==> config.mk <==
export PLATFORM = sky130hd
export DESIGN_NAME = ref_pwr_sched
export DESIGN_NICKNAME = d
export VERILOG_FILES = /design/src/rtl/ref_pwr_pkg.sv /design/src/rtl/ref_pwr_dp.sv /design/src/rtl/ref_pwr_ctrl.sv /design/src/rtl/ref_pwr_sched.sv
export SDC_FILE = /design/constraint.sdc
export NUM_CORES = 1
export LEC_CHECK = 0
export BUFFER_PORTS_ARGS = -buffer_cell sky130_fd_sc_hd__buf_4
export CAP_MARGIN = 30
export CORE_MARGIN = 2
export CORE_UTILIZATION = 24
export DETAILED_ROUTE_END_ITERATION = 10
export PLACE_DENSITY_LB_ADDON = 0.15
export SYNTH_ARGS = -nofsm -noshare
export SYNTH_HDL_FRONTEND = slang
export SYNTH_SLANG_ARGS = --single-unit
==> constraint.sdc <==
create_clock -name clk -period 6.42 [get_ports clk]
set_input_delay 1.284 -clock clk [delete_from_list [all_inputs] [get_ports clk]]
set_output_delay 1.284 -clock clk [all_outputs]
set_load 0.01 [all_outputs]
==> src/rtl/ref_pwr_pkg.sv <==
package ref_pwr_pkg;
  timeunit 1ns; timeprecision 1ps;

  // {rasN, casN, weN}
  typedef enum logic [2:0] {
    CMD_REF = 3'b001,
    CMD_PRE = 3'b010,
    CMD_NOP = 3'b111
  } sdCmd_t;

  typedef enum logic [1:0] {
    TMR_RP,
    TMR_RFC,
    TMR_EXIT
  } tmrSel_t;

  // strobes from control to datapath
  typedef struct packed {
    logic    runIvl;     // interval counter may advance
    logic    reloadIvl;  // restart the interval
    logic    retireOne;  // one owed refresh done
    logic    retireAll;  // backlog cleared
    logic    loadTmr;    // start the wait timer
    tmrSel_t tmrSel;     // which wait to start
  } dpStrobe_t;
endpackage

==> src/rtl/ref_pwr_dp.sv <==
module ref_pwr_dp
  import ref_pwr_pkg::*;
#(
  parameter int INTERVAL     = 2343,
  parameter int POSTPONE_MAX = 8,
  parameter int RP_CYC       = 2,
  parameter int RFC_CYC      = 9,
  parameter int RC_CYC       = 8
) (
  input  logic      clk,
  input  logic      rstN,
  input  dpStrobe_t stb,
  output logic      pendNz,
  output logic      missed,
  output logic      tmrZero
);
  timeunit 1ns; timeprecision 1ps;

  localparam int IVL_W    = $clog2(INTERVAL);
  localparam int PEND_W   = $clog2(POSTPONE_MAX + 1);
  localparam int EXIT_CYC = RC_CYC + 2;
  localparam int TOP_A    = (RFC_CYC > RP_CYC) ? RFC_CYC : RP_CYC;
  localparam int TMR_TOP  = (EXIT_CYC > TOP_A) ? EXIT_CYC : TOP_A;
  localparam int TMR_W    = $clog2(TMR_TOP + 1);
  localparam logic [IVL_W-1:0]  IVL_LAST = IVL_W'(INTERVAL - 1);
  localparam logic [PEND_W-1:0] PEND_CAP = PEND_W'(POSTPONE_MAX);

  logic [IVL_W-1:0]  ivlCnt;
  logic [PEND_W-1:0] pending, afterRetire, pendNext;
  logic [TMR_W-1:0]  tmr, tmrLoadVal;
  logic              tick;

  assign tick = stb.runIvl && !stb.reloadIvl && (ivlCnt == '0);

  always_ff @(posedge clk) begin
    if (!rstN || stb.reloadIvl) ivlCnt <= IVL_LAST;
    else if (stb.runIvl)        ivlCnt <= (ivlCnt == '0) ? IVL_LAST : ivlCnt - 1'b1;
  end

  always_comb begin
    if (stb.retireAll)                       afterRetire = '0;
    else if (stb.retireOne && pending != '0) afterRetire = pending - 1'b1;
    else                                     afterRetire = pending;
    pendNext = (tick && afterRetire != PEND_CAP) ? afterRetire + 1'b1 : afterRetire;
  end

  always_ff @(posedge clk) begin
    if (!rstN) pending <= '0;
    else       pending <= pendNext;
  end

  assign pendNz = (pending != '0);
  assign missed = (pending == PEND_CAP);

  always_comb begin
    unique case (stb.tmrSel)
      TMR_RP:   tmrLoadVal = TMR_W'(RP_CYC - 2);
      TMR_RFC:  tmrLoadVal = TMR_W'(RFC_CYC - 2);
      default:  tmrLoadVal = TMR_W'(EXIT_CYC - 1);
    endcase
  end

  always_ff @(posedge clk) begin
    if (!rstN)            tmr <= '0;
    else if (stb.loadTmr) tmr <= tmrLoadVal;
    else if (tmr != '0)   tmr <= tmr - 1'b1;
  end

  assign tmrZero = (tmr == '0);
endmodule

==> src/rtl/ref_pwr_ctrl.sv <==
module ref_pwr_ctrl
  import ref_pwr_pkg::*;
(
  input  logic      clk,
  input  logic      rstN,
  input  logic      refGrant,
  input  logic      banksIdle,
  input  logic      selfRefReq,
  input  logic      pwrDownReq,
  input  logic      pendNz,
  input  logic      missed,
  input  logic      tmrZero,
  output dpStrobe_t stb,
  output logic      cke,
  output sdCmd_t    cmd,
  output logic      busy
);
  timeunit 1ns; timeprecision 1ps;

  typedef enum logic [3:0] {
    ST_IDLE, ST_PRE, ST_PRE_WAIT, ST_REF, ST_REF_WAIT,
    ST_SR_ENTER, ST_SR, ST_SR_EXIT, ST_PD, ST_PD_EXIT
  } state_t;

  state_t state, nxt;
  logic   toSelf, dbl, secondLeft;
  logic   takeGrant;

  assign takeGrant = refGrant && pendNz;

  always_comb begin
    nxt        = state;
    stb        = '0;
    stb.runIvl = 1'b1;
    stb.tmrSel = TMR_RP;
    cke        = 1'b1;
    cmd        = CMD_NOP;
    unique case (state)
      ST_IDLE: begin
        if (takeGrant)                   nxt = banksIdle ? ST_REF : ST_PRE;
        else if (selfRefReq)             nxt = banksIdle ? ST_SR_ENTER : ST_PRE;
        else if (pwrDownReq && !pendNz)  nxt = ST_PD;
      end
      ST_PRE: begin
        cmd         = CMD_PRE;
        stb.loadTmr = 1'b1;
        stb.tmrSel  = TMR_RP;
        nxt         = ST_PRE_WAIT;
      end
      ST_PRE_WAIT: if (tmrZero) nxt = toSelf ? ST_SR_ENTER : ST_REF;
      ST_REF: begin
        cmd           = CMD_REF;
        stb.loadTmr   = 1'b1;
        stb.tmrSel    = TMR_RFC;
        stb.retireAll = dbl;
        stb.retireOne = !dbl;
        nxt           = ST_REF_WAIT;
      end
      ST_REF_WAIT: if (tmrZero) nxt = secondLeft ? ST_REF : ST_IDLE;
      ST_SR_ENTER: begin
        cmd           = CMD_REF;
        cke           = 1'b0;
        stb.retireAll = 1'b1;
        stb.runIvl    = 1'b0;
        stb.reloadIvl = 1'b1;
        nxt           = ST_SR;
      end
      ST_SR: begin
        cke           = 1'b0;
        stb.runIvl    = 1'b0;
        stb.reloadIvl = 1'b1;
        if (!selfRefReq) begin
          stb.loadTmr = 1'b1;
          stb.tmrSel  = TMR_EXIT;
          nxt         = ST_SR_EXIT;
        end
      end
      ST_SR_EXIT: begin
        stb.runIvl    = 1'b0;
        stb.reloadIvl = 1'b1;
        if (tmrZero) nxt = ST_IDLE;
      end
      ST_PD: begin
        cke = 1'b0;
        if (!pwrDownReq || pendNz) nxt = ST_PD_EXIT;
      end
      ST_PD_EXIT: nxt = ST_IDLE;
      default:    nxt = ST_IDLE;
    endcase
  end

  always_ff @(posedge clk) begin
    if (!rstN) begin
      state      <= ST_IDLE;
      toSelf     <= 1'b0;
      dbl        <= 1'b0;
      secondLeft <= 1'b0;
    end else begin
      state <= nxt;
      if (state == ST_IDLE) begin
        if (takeGrant) begin
          toSelf     <= 1'b0;
          dbl        <= missed;
          secondLeft <= missed;
        end else if (selfRefReq) begin
          toSelf <= 1'b1;
        end
      end
      if (state == ST_REF_WAIT && tmrZero) secondLeft <= 1'b0;
    end
  end

  assign busy = (state != ST_IDLE);
endmodule

==> src/rtl/ref_pwr_sched.sv <==
module ref_pwr_sched
  import ref_pwr_pkg::*;
#(
  parameter int INTERVAL     = 2343,
  parameter int POSTPONE_MAX = 8,
  parameter int RP_CYC       = 2,
  parameter int RFC_CYC      = 9,
  parameter int RC_CYC       = 8
) (
  input  logic       clk,
  input  logic       rstN,
  input  logic       refGrant,
  input  logic       banksIdle,
  input  logic       selfRefReq,
  input  logic       pwrDownReq,
  output logic       refReq,
  output logic       cke,
  output logic [2:0] cmd,
  output logic       busy
);
  timeunit 1ns; timeprecision 1ps;

  dpStrobe_t stb;
  sdCmd_t    cmdEnum;
  logic      pendNz, missed, tmrZero;

  ref_pwr_ctrl u_ctrl (
    .clk(clk), .rstN(rstN), .refGrant(refGrant), .banksIdle(banksIdle),
    .selfRefReq(selfRefReq), .pwrDownReq(pwrDownReq), .pendNz(pendNz),
    .missed(missed), .tmrZero(tmrZero), .stb(stb), .cke(cke),
    .cmd(cmdEnum), .busy(busy)
  );

  ref_pwr_dp #(
    .INTERVAL(INTERVAL), .POSTPONE_MAX(POSTPONE_MAX), .RP_CYC(RP_CYC),
    .RFC_CYC(RFC_CYC), .RC_CYC(RC_CYC)
  ) u_dp (
    .clk(clk), .rstN(rstN), .stb(stb), .pendNz(pendNz), .missed(missed),
    .tmrZero(tmrZero)
  );

  assign refReq = pendNz;
  assign cmd    = cmdEnum;
endmodule

### After elaboration in Yosys (flattened, before gate mapping)

Cells that the tools add are included.

| word-level totals | value |
|---|---|
| register bits after elaboration | 27 |
| input port bits | 6 |
| output and inout port bits | 6 |
| word-level logic and storage cells | 88 |

| operators by class | value |
|---|---|
| add/sub/neg operators | 4 |
| eq/ne operators | 17 |
| muxes and demuxes | 29 |
| bitwise gates (word level) | 1 |
| reduce and logical (&&, ||, !) cells | 30 |

Operator list:

| operator | number |
|---|---|
| 2-to-1 mux 4 bit | 13 |
| case mux 4 bit (9 select lines) | 1 |
| == test 4 x 3 -> 1 bit (second input constant) | 4 |
| zero test 12 bit | 1 |
| 2-to-1 mux 12 bit | 1 |
| nonzero test 4 bit | 3 |
| subtractor 12 x 1 -> 12 bit (second input constant) | 1 |
| 2-to-1 mux 3 bit | 3 |
| case mux 3 bit (3 select lines) | 1 |
| == test 4 x 2 -> 1 bit (second input constant) | 2 |
| == test 4 bit (second input constant) | 2 |
| zero test 4 bit | 2 |
| != test 2 x 1 -> 1 bit (second input constant) | 4 |
| case mux 4 bit (2 select lines) | 1 |
| subtractor 4 x 1 -> 4 bit (second input constant) | 2 |
| logical AND 1 bit | 7 |
| 2-to-1 mux 2 bit | 3 |
| case mux 3 bit (2 select lines) | 1 |
| AND reduction 6 bit | 1 |
| OR reduction 3 bit | 2 |
| zero test 1 bit | 5 |
| adder 4 x 1 -> 4 bit (second input constant) | 1 |
| == test 4 x 1 -> 1 bit (second input constant) | 1 |
| 2-to-1 mux 1 bit | 4 |
| 11 further kinds | 15 |

### Logic depth before layout (Yosys ltp)

Gate-level depths: netlist of the first run.

| logic depth | value |
|---|---|
| depth after elaboration | 8 |
| gate-level depth with buffers | 11 |

### Hierarchy

From an unflattened synthesis of the first run, not the netlist that was laid out.

| unflattened totals | value |
|---|---|
| cells, all modules | 236 |
| area total of the unflattened synthesis | 1898.1 um^2 |

By module, submodules not included:

| module | times used | cells an instance | area an instance (um^2) | seq. area each (um^2) |
|---|---|---|---|---|
| ref_pwr_dp | 1 | 143 | 1234.9 | 400.4 |
| ref_pwr_ctrl | 1 | 93 | 663.1 | 140.1 |

### Least setup slack after synthesis of the first run

OpenSTA, ideal clock, no wires.

| timing | value |
|---|---|
| path kind | reg2out |
| start | register u_ctrl.state[0] |
| end | output busy |
| data arrival time | 1452 ps |
| required time | 5136 ps |
| setup slack | 3684 ps |
| stages on the path, launching flop included | 5 |
| cell sequence | dfxtp_1 -> clkbuf_1 -> or2_2 -> nor3_1 -> inv_1 |

| between the ends | value |
|---|---|
| word-level cells in the longest chain between the ends | 1 |

Ends and longest elaborated chain:

| item | RTL line | text |
|---|---|---|
| start: declaration | ref_pwr_ctrl.sv:25 | `state_t state, nxt;` |
| start signal: assignment | ref_pwr_ctrl.sv:99 | `state <= nxt;` |
| nonzero test 4 bit | ref_pwr_ctrl.sv:113 | `assign busy = (state != ST_IDLE);` |
| end: declaration | ref_pwr_sched.sv:19 | `output logic busy` |

No other way between the ends.

### Worst setup path after layout of the first run

| timing | value |
|---|---|
| start | register u_ctrl.state[1] |
| end | output busy |

Same word-level chain as after synthesis.

==> impl_metrics.json, run 1 <==
{
  "synth_edf_count": 0,
  "holdPathEnd": "u_dp.ivlCnt[0]",
  "synth_area_um2": 1770,
  "synth-main-ff-cell": "dfxtp_1",
  "synth_fa_ha_area_share_pct": 4.23,
  "vias": 1618,
  "cp.arrival_ps": 2230,
  "leakagePower_nw": 0.719,
  "grt_pass1_vias": 1491,
  "synth_top_area_share_pct": 30.5,
  "synth_area_leaders": "dfxtp_1, ha_1, o21ai_0",
  "coreArea_um2": 7210,
  "routedWlPerCell_um": 13.4,
  "synth-compound-area-share_pct": 22.7,
  "yosys_warnings": 0,
  "post_cts_buffers": 0,
  "grt_pass1_wl_um": 7110,
  "io_pins": 12,
  "finalCritPeriodShare_pct": 54.8,
  "die_x_um": 90.0,
  "fmax_mhz": 284,
  "worstRegToRegCells": 7,
  "ys_top_cells_by_count": "dfxtp_1, inv_1, nand2_1",
  "start_util_pct": 24.6,
  "die_y_um": 90.0,
  "remaining_drc_errors": 0,
  "tightest_slew_ps": 952,
  "clockRootBuffer": "clkbuf_8",
  "grt_max_degree": 24,
  "rsz0062_at_grt": "false",
  "clock_sinks": 27,
  "ctsResizeCount": 0,
  "rows": 31,
  "multi_input_area_um2": 1140,
  "hold_violations": 0,
  "required_ps": 5140,
  "critPathKind": "reg -> out",
  "wl_um": 4350,
  "ys_ff_latch": 27,
  "critPathMaxFanout": 23,
  "gp_congestion": 0.775,
  "startpoint_type": "register",
  "register_area_um2": 541,
  "finalNetCount": 239,
  "fin_setup_tns_ps": 0,
  "ir_drop_mv": 0.0741,
  "cts_buffer_depth": 2,
  "areaGrowthSynthToFinish_pct": 12.8,
  "max_cap_viol_count": 0,
  "seq_area_frac_synth_pct": 30.5,
  "antenna_left": 0,
  "rr_startpoint": "u_ctrl.state[1]",
  "dp.final_hpwl_um": 3190,
  "synthXorXnorAreaFrac_pct": 4.94,
  "drive_gt1_share_pct": 14.2,
  "cts_tree": "yes",
  "relSlewSlack_pct": 35.7,
  "die_area_um2": 8090,
  "syn-instance-count": 219,
  "outcome": "finished, final reports clean",
  "dpl_cell_area_um2": 1950,
  "yosys.area_share.simple_pct": 31.2,
  "worstHoldStart": "u_dp.ivlCnt[0]",
  "via_per_inst": 4.98,
  "drtIter0Drc": 109,
  "num-fill-cells": 803,
  "min_path_cells": 1,
  "final_max_slew_viol_count": 0,
  "first_pass_iters": 4,
  "fin_crit_ps": 3520,
  "r2r_slack_ps": 3610,
  "muxShareOfSynthArea_pct": 1.13,
  "ys_types": 57,
  "grt.total_usage_pct": 10.6,
  "synth_nets": 231,
  "power_density_nw_per_um2": 310,
  "cp-startpoint": "u_ctrl.state[1]",
  "synth-async-reset-ratio_pct": 0,
  "holdWs_ps": 462,
  "hold_class": "reg -> reg",
  "syn_area_per_cell_um2": 8.10,
  "worst_setup_path_end_kind": "output port",
  "ctsHoldBuffers": 0,
  "setup_violations": 0,
  "grt-ovfl-total": 0,
  "synth_most_common_cell": "dfxtp_1",
  "clkLatencyLatePin_ps": 280,
  "htree_levels": 1,
  "clk_pin_slew_ps": 100,
  "num_antenna_cells": 0,
  "synth_top_family_by_area": "simple AND/OR/NAND/NOR gates",
  "r2r_end": "u_dp.pending[0]",
  "fin_area_um2": 2000,
  "grt_antenna_before_repair": 0,
  "port_buffers": 11,
  "fin_skew_ps": 3.18,
  "cts_buffers": 3,
  "yosys.area.top_type": "dfxtp_1"
}
==> per-stage QoR <==
stage          setup WS, ps  utilization (%)  cells  total power [mW]
3_3_place_gp           3270             27.1    321             0.526
2_1_floorplan          3680                -    219             0.440
4_1_cts                2930             27.7    325             0.621
3_5_place_dp           3250             27.1    321             0.518
6_report               2900             27.7    325             0.620
5_1_grt                2650             27.7    325             0.667
==> metal layers <==
| layer | routed length [um] | share of wire (%) | vias to the layer above | GRT usage, % |
|---|---|---|---|---|
| met3 | 219 | 5.0 | 8 | 2.51 |
| li1 | - | - | 831 | - |
| met2 | 1970 | 45 | 44 | 17.7 |
| met5 | 0 | 0 | - | 0 |
| met4 | 74 | 1.7 | 0 | 3.33 |
| met1 | 2080 | 48 | 735 | 13.5 |
==> critical path, cell delays in order, from the launching register on <==
cell     delay [ps]
dfxtp_1         540
or2_2           420
nor3_1          730
inv_1            90
buf_4           170
==> worst max path at each step <==
stage	end	slack, ps	cells past startpoint
floorplan	busy	3680	4
global placement	busy	3270	4
detailed placement	busy	3250	4
CTS	busy	2930	4
global route	busy	2650	4
finish	busy	2900	4
==> cell type report <==
class                   count  area share, %
multi-input cells         167           56.9
repair buffers             12           4.51
clock buffers               3           2.07
flip-flops and latches     27           27.0
inverters                  16           3.00
clock inverters             1          0.250
well taps                  99           6.20
==> state kept, by name, summed over array words and instances (netlist names) <==
signal / flops
u_dp.ivlCnt: 12
u_ctrl.state: 4
u_dp.pending: 4
u_dp.tmr: 4
u_ctrl.dbl: 1
u_ctrl.secondLeft: 1
u_ctrl.toSelf: 1
==> where the power goes <==
group	internal (mW)	total (mW)	switching, mW
clock network	0.0436	0.102	0.0579
registers	0.194	0.251	0.0562
logic	0.119	0.267	0.149
total	0.357	0.620	0.263
==> placed cells by master (no fill, tap or decap), types with 3 or more instances in the layout <==
cell and instances:
a21oi_1 11, a311oi_1 3, a31oi_1 5, and3_1 3, buf_4 12, clkbuf_8 3, dfxtp_1 27, ha_1 6
inv_1 15, nand2_1 15, nand2b_1 5, nand3_1 6, nand4_1 3, nand4bb_1 3, nor2_1 14, nor2b_1 5
nor3_1 10, o21ai_0 12, o31ai_1 4, o32ai_1 4, or3_2 3, or4_4 4, xnor2_1 4, xor2_1 6
==> cells by family after synthesis <==
| logic type | Yosys count |
|---|---|
| adder cells (fa/ha/maj) | 6 |
| multiplexers | 2 |
| XOR/XNOR | 10 |
| AND/OR/NAND/NOR | 91 |
| AO/OA/AOI/OAI | 58 |
| flip-flops | 27 |
| buffers and inverters | 25 |
No activity file was read; power rests on OpenSTA's default activity.
==> run 2, diff against run 1 <==
clock period = 2.9 ns   (was 6.42 ns; I/O delays follow)
==> impl_metrics.json, run 2 (synthesis gave the netlist of run 1 again) <==
{
  "fin_crit_ps": 2420,
  "worst_setup_path_end_kind": "register",
  "grt-ovfl-total": 0,
  "dp.final_hpwl_um": 3460,
  "hold_class": "reg -> reg",
  "htree_levels": 1,
  "cp.arrival_ps": 2610,
  "fin_skew_ps": 7.08,
  "die_y_um": 90.0,
  "crit_chain": "or4_4, or4_4, nand2b_4, or4_4, a211oi_2",
  "place_ws_ps": 467,
  "finalCritPeriodShare_pct": 83.3,
  "cp_slowest_cell": "or4_4",
  "fmax_mhz": 414,
  "cts_tree": "yes",
  "ctsResizeCount": 0,
  "clk_pin_slew_ps": 100,
  "most-common-layout-cells": "dfxtp_1, buf_4, inv_1, nand2_1, nor2_1",
  "routedWlPerCell_um": 13.4,
  "clockRootBuffer": "clkbuf_8",
  "grt_max_degree": 22,
  "cts_buffers": 3,
  "via_per_inst": 4.92,
  "cpMostUsedCell": "or4_4",
  "leakagePower_nw": 0.769,
  "ir_drop_mv": 0.205,
  "critPathMaxFanout": 6,
  "num_antenna_cells": 0,
  "antenna_left": 0,
  "final_max_slew_viol_count": 0,
  "fin_util_pct": 28.8,
  "required_ps": 3090,
  "place_inst": 331,
  "grt_antenna_before_repair": 0,
  "areaGrowthSynthToFinish_pct": 17.0,
  "finalNetCount": 249,
  "cts_buffer_depth": 2,
  "slowest_delay_ps": 570,
  "hold_violations": 0,
  "startpoint_type": "register",
  "fin_setup_tns_ps": 0,
  "relSlewSlack_pct": 60.2,
  "die_area_um2": 8090,
  "power_frac_comb_pct": 51.8,
  "grt.total_usage_pct": 11.5,
  "setup_violations": 0,
  "ctsHoldBuffers": 0,
  "gp_congestion": 0.742,
  "io_pins": 12,
  "p_int_uw": 865,
  "critPathKind": "reg -> reg",
  "regMostFlops": "u_dp.ivlCnt",
  "coreArea_um2": 7210,
  "largest_reg_flops": 12,
  "mostFrequentLayoutCell": "dfxtp_1",
  "setup_ws_ps": 483,
  "clkPwrFrac_pct": 14.8,
  "outcome": "finished, final reports clean",
  "p_switching_uw": 597,
  "max_cap_viol_count": 0,
  "fin_area_um2": 2070,
  "start_util_pct": 24.6,
  "crit_buf_inv": 0,
  "power_density_nw_per_um2": 705,
  "switching_share_pct": 40.8,
  "port_buffers": 11,
  "rows": 31,
  "first_pass_iters": 4,
  "drive_gt1_share_pct": 17.8,
  "holdWs_ps": 457,
  "dpl_cell_area_um2": 2030,
  "post_cts_buffers": 0,
  "vias": 1649,
  "die_x_um": 90.0,
  "power.total_mw": 1.46,
  "crit_family": "simple AND/OR/NAND/NOR gates",
  "seqPwrFrac_pct": 33.4,
  "final_cells": 335,
  "clkLatencyLatePin_ps": 270,
  "tightest_slew_ps": 597,
  "grt_pass1_wl_um": 7650,
  "grt_pass1_vias": 1604,
  "clock_sinks": 27,
  "rsz0062_at_grt": "false",
  "remaining_drc_errors": 0,
  "wl_um": 4490,
  "drtIter0Drc": 70
}
## run 2: cell types whose count changed in the layout (fill, tap and decap cells not counted)
cell,before,now
buf_4,12,22
## run 2: power groups by stage
stage	registers, mW	clock network [mW]	logic (mW)
global route	0.498	0.249	0.846
CTS	0.488	0.233	0.756
finish	0.489	0.217	0.757
global placement	0.497	0	0.764
floorplan	0.470	0	0.504
detailed placement	0.497	0	0.754
## run 2: final cells by class
type / count / area [um2]
fill: 814 / 5140
multi-input combinational: 167 / 1140
sequential: 27 / 541
timing repair buffer: 22 / 165
tap: 99 / 124
inverter: 16 / 60.1
clock buffer: 3 / 41.3
clock inverter: 1 / 5.00
## run 2: path summary, 6_finish.rpt
| path | end | cells past startpoint | start | slack (ps) |
|---|---|---|---|---|
| min | u_dp.ivlCnt[0] | 1 | u_dp.ivlCnt[0] | 460 |
| max reg2reg | u_dp.pending[3] | 5 | u_dp.ivlCnt[6] | 480 |
| max | u_dp.pending[3] | 5 | u_dp.ivlCnt[6] | 480 |
| min reg2reg | u_dp.ivlCnt[0] | 1 | u_dp.ivlCnt[0] | 460 |
## run 2: worst reg2reg max path, delay by kind of cell (launching register included)
family	cells	cell delay, ps
DFF	1	360
and+or+nand+nor	4	1770
AOI/OAI and AO/OA	1	210
## run 2: per-layer routing
layer / track usage, % / vias to the layer above / part of all wire, %
li1: - / 847 / -
met1: 14.1 / 773 / 47
met2: 20.6 / 25 / 48
met3: 2.01 / 4 / 3.5
met4: 3.08 / 0 / 1.1
met5: 0 / - / 0
==> run 3, diff against run 2 <==
ABC_AREA = 1   (was unset)
clock period = 2.2 ns   (was 2.9 ns; I/O delays follow)
==> impl_metrics.json, run 3 <==
{
  "synth_nets": 277,
  "ctsHoldBuffers": 0,
  "syn_area_per_cell_um2": 6.46,
  "cts_buffer_depth": 2,
  "critPathKind": "reg -> reg",
  "synth_area_leaders": "dfxtp_1, nand2_1, inv_1",
  "cp.arrival_ps": 2130,
  "slowest_delay_ps": 320,
  "remaining_drc_errors": 0,
  "synth-main-ff-cell": "dfxtp_1",
  "drive_gt1_share_pct": 14.2,
  "setup_ws_ps": 249,
  "synth_edf_count": 0,
  "regMostFlops": "u_dp.ivlCnt",
  "finalNetCount": 294,
  "startpoint_type": "register",
  "cpMostUsedCell": "nand3_1",
  "place_ws_ps": 232,
  "synth_top_area_share_pct": 31.6,
  "leakagePower_nw": 0.893,
  "wl_met1_um": 2020,
  "fin_crit_ps": 1950,
  "critPathMaxFanout": 7,
  "ys_types": 27,
  "die_y_um": 88.5,
  "die_area_um2": 7820,
  "clkLatencyLatePin_ps": 270,
  "ys_top_cells_by_count": "nand2_1, inv_1, nor2_1",
  "grt_antenna_before_repair": 0,
  "mostFrequentLayoutCell": "nand2_1",
  "rows": 30,
  "port_buffers": 11,
  "post_cts_buffers": 0,
  "grt.total_usage_pct": 10.8,
  "synth-async-reset-ratio_pct": 0,
  "crit_family": "simple AND/OR/NAND/NOR gates",
  "fmax_mhz": 513,
  "grt-ovfl-total": 0,
  "seq_area_frac_synth_pct": 31.6,
  "ctsResizeCount": 0,
  "hold_violations": 0,
  "ir_drop_mv": 0.235,
  "fin_setup_tns_ps": 0,
  "top_layer_used": "met4",
  "grt_max_degree": 15,
  "largest_reg_flops": 12,
  "final_max_slew_viol_count": 0,
  "power.total_mw": 1.80,
  "synth_area_um2": 1710,
  "power_density_nw_per_um2": 916,
  "areaGrowthSynthToFinish_pct": 14.9,
  "yosys.area.top_type": "dfxtp_1",
  "grt_pass1_wl_um": 6820,
  "required_ps": 2380,
  "num_antenna_cells": 0,
  "via_per_inst": 4.32,
  "clockRootBuffer": "clkbuf_8",
  "wl_um": 3950,
  "coreArea_um2": 6830,
  "crit_buf_inv": 2,
  "most-common-layout-cells": "nand2_1, inv_1, nor2_1",
  "cts_buffers": 3,
  "gp_congestion": 0.809,
  "holdWs_ps": 429,
  "vias": 1630,
  "htree_levels": 1,
  "fin_util_pct": 28.8,
  "yosys_warnings": 0,
  "setup_violations": 0,
  "rsz0062_at_grt": "false",
  "wl_met3_um": 118,
  "start_util_pct": 25.1,
  "cp_slowest_cell": "dfxtp_1",
  "max_cap_viol_count": 0,
  "io_pins": 12,
  "worst_setup_path_end_kind": "register",
  "routedWlPerCell_um": 10.5,
  "relSlewSlack_pct": 79.2,
  "clk_pin_slew_ps": 90,
  "outcome": "finished, final reports clean",
  "clock_sinks": 27,
  "hold_class": "reg -> reg",
  "antenna_left": 0,
  "finalCritPeriodShare_pct": 88.7,
  "fin_skew_ps": 3.95,
  "tightest_slew_ps": 310,
  "grt_pass1_vias": 1505,
  "drtIter0Drc": 33,
  "cts_tree": "yes",
  "met2_wirelength_um": 1780,
  "first_pass_iters": 4,
  "synth_most_common_cell": "nand2_1",
  "syn-instance-count": 265,
  "die_x_um": 88.5,
  "dp.final_hpwl_um": 3220,
  "crit_chain": "inv_1, ha_1, nand3_2, nand4_1, nand3_1, ha_1, nand3_1, nor2_1, nor2_2, nand3_1, nand2_1, inv_1",
  "ys_ff_latch": 27
}
run 3: cell types whose count changed in the layout (fill, tap and decap cells not counted), sizes merged, moves of 5 or more:
cell / previous run / this run
nor2b: 5 / 0
or4: 5 / 0
nor2: 14 / 46
a31oi: 5 / 0
a21oi: 11 / 19
nand3: 6 / 26
nand2b: 6 / 0
buf: 22 / 12
inv: 15 / 43
xor2: 6 / 1
nand2: 15 / 56
run 3: layout make-up:
cell class	count	area [um2]
clock buffer	4	45.0
fill	784	4860
inverter	44	165
multi-input combinational	194	1010
sequential	27	541
tap	96	120
timing repair buffer	12	90.1
run 3: kinds of logic after synthesis:
| family | after synthesis | share of synthesized area (%) |
|---|---|---|
| buffers and inverters | 44 | 9.65 |
| AOI/OAI and AO/OA | 38 | 11.8 |
| adders and majority gates | 6 | 4.39 |
| xor gates and xnor gates | 3 | 1.54 |
| DFF | 27 | 31.6 |
| and+or+nand+nor | 147 | 41.0 |
run 3: path summary, 6_finish.rpt:
kind,cells after the start,from,end,slack (ps)
worst min register to register,1,u_dp.ivlCnt[0],u_dp.ivlCnt[0],430
worst max register to register,12,u_dp.pending[0],u_dp.pending[3],250
worst max-delay path,12,u_dp.pending[0],u_dp.pending[3],250
worst min-delay path,1,u_dp.ivlCnt[0],u_dp.ivlCnt[0],430
run 3: per-stage QoR:
step	std cells	instance area, um2
2_1_floorplan	265	1710
3_3_place_gp	373	1920
3_5_place_dp	373	1920
4_1_cts	377	1970
5_1_grt	377	1970
6_report	377	1970
run 3: power by group:
group	leakage, nW	switching (mW)	internal, mW
clock	0.0228	0.155	0.130
combinational	0.650	0.550	0.325
sequential	0.220	0.0651	0.577
total	0.893	0.770	1.03
run 3: routing by layer:
layer  up-vias  track usage, %
met2        16            17.6
li1        888               -
met4         0            3.31
met5         -               0
met3         2            1.21
met1       724            14.9
